<file path="src/rtl/cfg_commit_pkg.sv">
package cfg_commit_pkg;
  // control word layout: these positions are decoded by software
  localparam int unsigned CTRL_ADDR = 0;
  localparam int unsigned LOAD_BIT  = 0;
  localparam int unsigned DONE_BIT  = 1;

  typedef enum logic [1:0] {
    TGT_NONE = 2'd0,
    TGT_CTRL = 2'd1,
    TGT_SLOT = 2'd2
  } target_e;

  function automatic int unsigned idx_width(input int unsigned n);
    return (n > 1) ? $clog2(n) : 1;
  endfunction
endpackage

</file>
<file path="src/rtl/cfg_addr_decode.sv">
module cfg_addr_decode
  import cfg_commit_pkg::*;
#(
  parameter int unsigned NUM_SLOTS = 6,
  parameter int unsigned ADDR_W    = 4,
  localparam int unsigned IDX_W    = idx_width(NUM_SLOTS)
) (
  input  logic                 req_valid,
  input  logic                 req_write,
  input  logic [ADDR_W-1:0]    req_addr,
  input  logic                 load_bit,
  output target_e              tgt,
  output logic [IDX_W-1:0]     slot_idx,
  output logic [NUM_SLOTS-1:0] slot_we,
  output logic                 load_req
);
  logic wr_acc;

  assign wr_acc = req_valid && req_write;

  always_comb begin
    if (req_addr == ADDR_W'(CTRL_ADDR))
      tgt = TGT_CTRL;
    else if (int'(req_addr) <= int'(NUM_SLOTS))
      tgt = TGT_SLOT;
    else
      tgt = TGT_NONE;
  end

  assign slot_idx = IDX_W'(req_addr - ADDR_W'(1));
  assign load_req = wr_acc && (tgt == TGT_CTRL) && load_bit;

  for (genvar i = 0; i < NUM_SLOTS; i++) begin : g_we
    assign slot_we[i] = wr_acc && (tgt == TGT_SLOT) &&
                        (req_addr == ADDR_W'(i + 1));
  end
endmodule

</file>
<file path="src/rtl/cfg_stage_slot.sv">
module cfg_stage_slot #(
  parameter int unsigned     DATA_W    = 32,
  parameter logic [DATA_W-1:0] RESET_VAL = '0
) (
  input  logic              clk,
  input  logic              rst_n,
  input  logic              we,
  input  logic [DATA_W-1:0] wdata,
  input  logic              commit,
  output logic [DATA_W-1:0] stage_q,
  output logic [DATA_W-1:0] active_q
);
  always_ff @(posedge clk) begin
    if (!rst_n) begin
      stage_q  <= RESET_VAL;
      active_q <= RESET_VAL;
    end else begin
      if (we)
        stage_q <= wdata;
      if (commit)
        active_q <= we ? wdata : stage_q;
    end
  end


  active_hold_chk: assert property (@(posedge clk) disable iff (!rst_n)
    !commit |=> $stable(active_q));


  active_matches_stage_chk: assert property (@(posedge clk) disable iff (!rst_n)
    commit |=> (active_q == stage_q));
endmodule

</file>
<file path="src/rtl/cfg_commit_seq.sv">
module cfg_commit_seq (
  input  logic clk,
  input  logic rst_n,
  input  logic load_req,
  input  logic stage_wr,
  output logic commit,
  output logic load_done
);
  logic load_pend_q;

  always_ff @(posedge clk) begin
    if (!rst_n)
      load_pend_q <= 1'b0;
    else
      load_pend_q <= load_req;
  end

  assign commit = load_pend_q;

  always_ff @(posedge clk) begin
    if (!rst_n)
      load_done <= 1'b1;
    else if (commit)
      load_done <= 1'b1;
    else if (stage_wr)
      load_done <= 1'b0;
  end


  load_to_commit_chk: assert property (@(posedge clk) disable iff (!rst_n)
    load_req |=> commit);


  commit_sets_done_chk: assert property (@(posedge clk) disable iff (!rst_n)
    commit |=> load_done);


  stage_clears_done_chk: assert property (@(posedge clk) disable iff (!rst_n)
    (stage_wr && !commit) |=> !load_done);


  done_quiet_chk: assert property (@(posedge clk) disable iff (!rst_n)
    (!stage_wr && !commit) |=> $stable(load_done));
endmodule

</file>
<file path="src/rtl/cfg_commit_bank.sv">
module cfg_commit_bank
  import cfg_commit_pkg::*;
#(
  parameter int unsigned NUM_SLOTS = 6,
  parameter int unsigned DATA_W    = 32,
  parameter int unsigned ADDR_W    = 4,
  localparam int unsigned IDX_W    = idx_width(NUM_SLOTS),
  localparam int unsigned ACT_W    = NUM_SLOTS * DATA_W
) (
  input  logic              clk,
  input  logic              rst_n,
  input  logic              req_valid,
  output logic              req_ready,
  input  logic              req_write,
  input  logic [ADDR_W-1:0] req_addr,
  input  logic [DATA_W-1:0] req_wdata,
  output logic              rsp_valid,
  output logic [DATA_W-1:0] rsp_rdata,
  output logic [ACT_W-1:0]  cfg_active,
  output logic              load_done
);
  target_e              tgt;
  logic [IDX_W-1:0]     slot_idx;
  logic [NUM_SLOTS-1:0] slot_we;
  logic                 load_req;
  logic                 commit;
  logic [DATA_W-1:0]    stage_arr [NUM_SLOTS];
  logic [DATA_W-1:0]    rd_data;
  logic                 rd_acc;

  assign req_ready = 1'b1;
  assign rd_acc    = req_valid && !req_write;

  cfg_addr_decode #(
    .NUM_SLOTS (NUM_SLOTS),
    .ADDR_W    (ADDR_W)
  ) u_decode (
    .req_valid (req_valid),
    .req_write (req_write),
    .req_addr  (req_addr),
    .load_bit  (req_wdata[LOAD_BIT]),
    .tgt       (tgt),
    .slot_idx  (slot_idx),
    .slot_we   (slot_we),
    .load_req  (load_req)
  );

  cfg_commit_seq u_seq (
    .clk       (clk),
    .rst_n     (rst_n),
    .load_req  (load_req),
    .stage_wr  (|slot_we),
    .commit    (commit),
    .load_done (load_done)
  );

  for (genvar i = 0; i < NUM_SLOTS; i++) begin : g_slot
    cfg_stage_slot #(
      .DATA_W    (DATA_W),
      .RESET_VAL ('0)
    ) u_slot (
      .clk      (clk),
      .rst_n    (rst_n),
      .we       (slot_we[i]),
      .wdata    (req_wdata),
      .commit   (commit),
      .stage_q  (stage_arr[i]),
      .active_q (cfg_active[i*DATA_W +: DATA_W])
    );
  end

  // read mux: staged values for slots, status only for control
  always_comb begin
    rd_data = '0;
    case (tgt)
      TGT_CTRL: rd_data[DONE_BIT] = load_done;
      TGT_SLOT: rd_data = stage_arr[slot_idx];
      default:  rd_data = '0;
    endcase
  end

  always_ff @(posedge clk) begin
    if (!rst_n) begin
      rsp_valid <= 1'b0;
      rsp_rdata <= '0;
    end else begin
      rsp_valid <= rd_acc;
      rsp_rdata <= rd_acc ? rd_data : '0;
    end
  end


  rsp_follows_read_chk: assert property (@(posedge clk) disable iff (!rst_n)
    rd_acc |=> rsp_valid);


  rsp_only_on_read_chk: assert property (@(posedge clk) disable iff (!rst_n)
    !rd_acc |=> !rsp_valid);


  load_reads_zero_chk: assert property (@(posedge clk) disable iff (!rst_n)
    (rd_acc && tgt == TGT_CTRL) |=> (rsp_rdata[LOAD_BIT] == 1'b0));


  write_and_commit_chk: assert property (@(posedge clk) disable iff (!rst_n)
    (commit && (|slot_we)) |=> load_done);
endmodule

</file>
<file path="config.mk">
export PLATFORM = sky130hd
export DESIGN_NAME = cfg_commit_bank
export DESIGN_NICKNAME = d
export VERILOG_FILES = /design/src/rtl/cfg_commit_pkg.sv /design/src/rtl/cfg_addr_decode.sv /design/src/rtl/cfg_stage_slot.sv /design/src/rtl/cfg_commit_seq.sv /design/src/rtl/cfg_commit_bank.sv
export SDC_FILE = /design/constraint.sdc
export NUM_CORES = 1
export LEC_CHECK = 0
export ABC_CLOCK_PERIOD_IN_PS = 2400
export CAP_MARGIN = 5
export CELL_PAD_IN_SITES_DETAIL_PLACEMENT = 1
export CELL_PAD_IN_SITES_GLOBAL_PLACEMENT = 1
export CORE_MARGIN = 4
export CORE_UTILIZATION = 40
export CTS_CLUSTER_DIAMETER = 200
export CTS_CLUSTER_SIZE = 28
export DETAILED_ROUTE_END_ITERATION = 16
export MAX_ROUTING_LAYER = met4
export PLACE_DENSITY = 0.74
export SLEW_MARGIN = 20
export SYNTH_ARGS = -nofsm -noshare
export SYNTH_HDL_FRONTEND = slang
export SYNTH_HIERARCHICAL = 1
export SYNTH_SLANG_ARGS = --single-unit
</file>
<file path="constraint.sdc">
create_clock -name clk -period 2.4 [get_ports clk]
set_input_delay 0.48 -clock clk [delete_from_list [all_inputs] [get_ports clk]]
set_output_delay 0.48 -clock clk [all_outputs]
set_load 0.02 [all_outputs]
</file>
==> summary.txt <==
Outcome
  • Status: complete, no violations

GRT
  • Pin count of the biggest net entering global routing: 153
  • First-pass GRT wire length: 76.9 mm
  • Initial antenna violation count: 3
  • Vias in the first global route: 12900
  • Overall Global Routing Usage: 22.2%
  • Global route overflow: 0

Synthesis
  • Cell variety after synth: 35
  • EDFF count, synth: 0
  • Sequential fraction of the synthesis area: 50.8%
  • Avg Inst Size Synth: 10.6 µm²
  • Mapped cell area: around 17000 µm²
  • Synth Warn #: 6
  • Mapped Cells: 1552
  • Ys async rst share: 0%
  • Net Count, Synth: ~1600
  • #FFs+latches synth: 419
  • Main synth FF type: dfxtp_1

Setup path
  • Worst-path cell chain: clkdlybuf4s50_1
  • CP bufs+invs: 1
  • CP max stage delay: 700 ps
  • Reg2Reg Setup Slack: 920 ps
  • Critical Path Start: u_seq/load_done
  • Worst-case reg-to-reg path depth: 3
  • RR Startpoint: u_seq/commit
  • Critical path's top delay family: buffers and inverters
  • CP Data Required Time: 1920 ps
  • Data arrival, critical path: roughly 1700 ps
  • Startpoint types: register
  • CP Class: register to output pin
  • Max FO, Critical Path: 4
  • Worst reg2reg path endpoint: g_slot[0].u_slot/active_q[15]
  • Worst setup EP type: output pin
  • Slowest-stage cell, CP: clkdlybuf4s50_1

Routing
  • 1st-iter DRT viols: 523
  • Drt total wl: 49.9 mm
  • DR pass1 iterations: 5
  • DRC viols: 0
  • ANT nets after route: 0
  • Routed WL per cell: about 22 µm
  • Via Count: 12100
  • Vias per cell: 5.23

Floorplanning
  • Die Width: 211 µm
  • Die height: 211 µm
  • # IOs: roughly 270
  • Die footprint: 44600 µm²
  • Total core area: 40800 µm²
  • Starting Density: 40.4%
  • Cell Rows: 74

Clock tree
  • Clk pin slew, worst setup/hold paths: around 120 ps
  • Post-CTS Hold Fix Bufs: 0
  • Worst skew pair latency: approximately 540 ps
  • Buffer count from post-CTS setup fixing: 0
  • TritonCTS clock tree: yes
  • Post-CTS Resized: 0
  • CTS buffer count: 18
  • Root Buffer: clkbuf_16
  • Clock buffer depth: 3
  • H-tree levels: 1
  • Num Clock Sinks: 419

Cells and area
  • # fillers: 4513
  • Area grow syn2layout: 22.8%
  • Post-layout nets: 1820
  • Ratio of cells with drive above 1 in the final layout: 11.8%
  • Final non-filler cell total: 2310
  • Final Cell Area: 20300 µm²

Worst hold path
  • Path category of the worst min-delay check: input pin to register
  • Worst Hold Depth: 3
  • End of the worst hold path: g_slot[4].u_slot/active_q[2]
  • Hold_sp: rst_n

Pwr
  • Static Leak: 6.83 nW
  • Pwr Density: 562 nW/µm²
  • Max IR drop VDD: 550 µV

STA
  • Tcrit/Tclk final: between 80 and 90%
  • Fmax: between 0.4 and 0.5 GHz
  • Unrepaired setup endpoints after global routing: false
  • Least-Margin Pin Slew: approximately 540 ps
  • Final hold viol count: 0
  • Setup total negative slack: 0 ps
  • Clock skew: 13.0 ps
  • Slew Limit Fails: 0
  • Setup Viol. Count Final: 0
  • Max-slew headroom: between 60 and 70%
  • Fin crit period: 2150 ps

Place
  • IO Port Bufs: 265
  • DP HPWL: 35.8 mm
  • DP Area: 19800 µm²
  • Routability cong.: about 0.84
  • Dpl cells: 2286

Run
  • Max-cap viol count: 0
## layout make-up
| type | instances | area, µm² | share of cell area (%) |
|---|---|---|---|
| clock buffers | 21 | 483 | 2.38 |
| repair buffers | 335 | 3570 | 17.6 |
| flip-flops and latches | 419 | 8390 | 41.4 |
| diodes | 3 | 7.51 | 0.0370 |
| inverters | 7 | 27.5 | 0.136 |
| well taps | 532 | 666 | 3.28 |
| multi-input cells | 993 | 7130 | 35.2 |
## state kept, by name (all words and copies together) (netlist names)
register                cells
g_slot.u_slot/active_q    192
g_slot.u_slot/stage_q     192
rsp_rdata                  32
rsp_valid                   1
u_seq/commit                1
u_seq/load_done             1
## synth_stat cells, drive strengths merged (2+ instances only)
cell type | number | area, µm²
o21ai | 192 | 961
a22oi | 33 | 298
clkbuf | 33 | 124
nor4b | 2 | 17.5
mux2 | 94 | 1170
nand2 | 34 | 128
dfxtp | 419 | 8390
and2b | 2 | 15.0
inv | 7 | 26.3
nor2b | 194 | 1210
buf | 100 | 893
a21oi | 222 | 1110
a211oi | 2 | 15.0
mux2i | 192 | 1920
nor4 | 2 | 12.5
nor2 | 4 | 15.0
ha | 6 | 75.1
nor3b | 3 | 27.5
## power by group
part	internal, mW	switching (mW)
clock	1.44	2.20
combinational	0.329	0.422
sequential	6.98	0.0202
## metrics by stage
step / total power [mW] / hold slack (ps) / worst slack, ps / utilization, %
2_1_floorplan: 7.59 / 494 / 434 / -
3_3_place_gp: 7.90 / 504 / -223 / 48.4
3_5_place_dp: 7.91 / 513 / -258 / 48.4
4_1_cts: 11.5 / 337 / 206 / 49.6
5_1_grt: 11.8 / 371 / 153 / 49.7
6_report: 11.4 / 362 / 248 / 49.7
## metal layers
metal / track usage (%) / share of wire [%] / wire length, µm / up-vias
li1: - / - / - / 5811
met1: 27.2 / 43 / 21200 / 5982
met2: 39.1 / 51 / 25600 / 232
met3: 3.30 / 4.0 / 2010 / 49
met4: 4.78 / 2.2 / 1110 / 0
met5: - / 0 / 0 / -
## logic make-up after synthesis
family	share of synthesized area, %
AOI/OAI and AO/OA	14.5
xor gates and xnor gates	0.0531
DFF	50.8
and+or+nand+nor	8.98
adders and majority gates	0.455
other	0.0227
muxes	18.9
buffers and inverters	6.32
## worst max path at each step
stage	to	slack, ps	depth (start not counted)
2_1_floorplan	g_slot[0].u_slot/active_q[10]	430	7
3_3_place_gp	g_slot[1].u_slot/active_q[19]	-220	8
3_5_place_dp	g_slot[1].u_slot/active_q[19]	-260	8
4_1_cts	load_done	210	1
5_1_grt	g_slot[0].u_slot/active_q[3]	150	8
6_report	load_done	250	1
## cells in the final DEF, fill, tap and decap left out, types with 2 or more instances in the layout
| master | synthesis | routed |
|---|---|---|
| mux2_2 | 65 | 65 |
| o21ai_0 | 192 | 192 |
| nor2_1 | 4 | 2 |
| nor3b_2 | 1 | 3 |
| nor2_4 | 0 | 2 |
| ha_1 | 6 | 6 |
| clkdlybuf4s50_1 | 0 | 264 |
| mux2_4 | 29 | 29 |
| a21oi_1 | 222 | 222 |
| nor2b_1 | 194 | 193 |
| diode_2 | 0 | 3 |
| a22oi_2 | 10 | 10 |
| buf_12 | 21 | 31 |
| a211oi_1 | 2 | 2 |
| a22oi_1 | 23 | 23 |
| inv_1 | 7 | 5 |
| clkbuf_16 | 0 | 19 |
| dfxtp_1 | 419 | 418 |
| nand2_1 | 34 | 33 |
| nor4b_2 | 0 | 2 |
| buf_4 | 6 | 39 |
| mux2i_1 | 192 | 192 |
| clkbuf_1 | 33 | 2 |
Power figures use the tool's default switching activity.
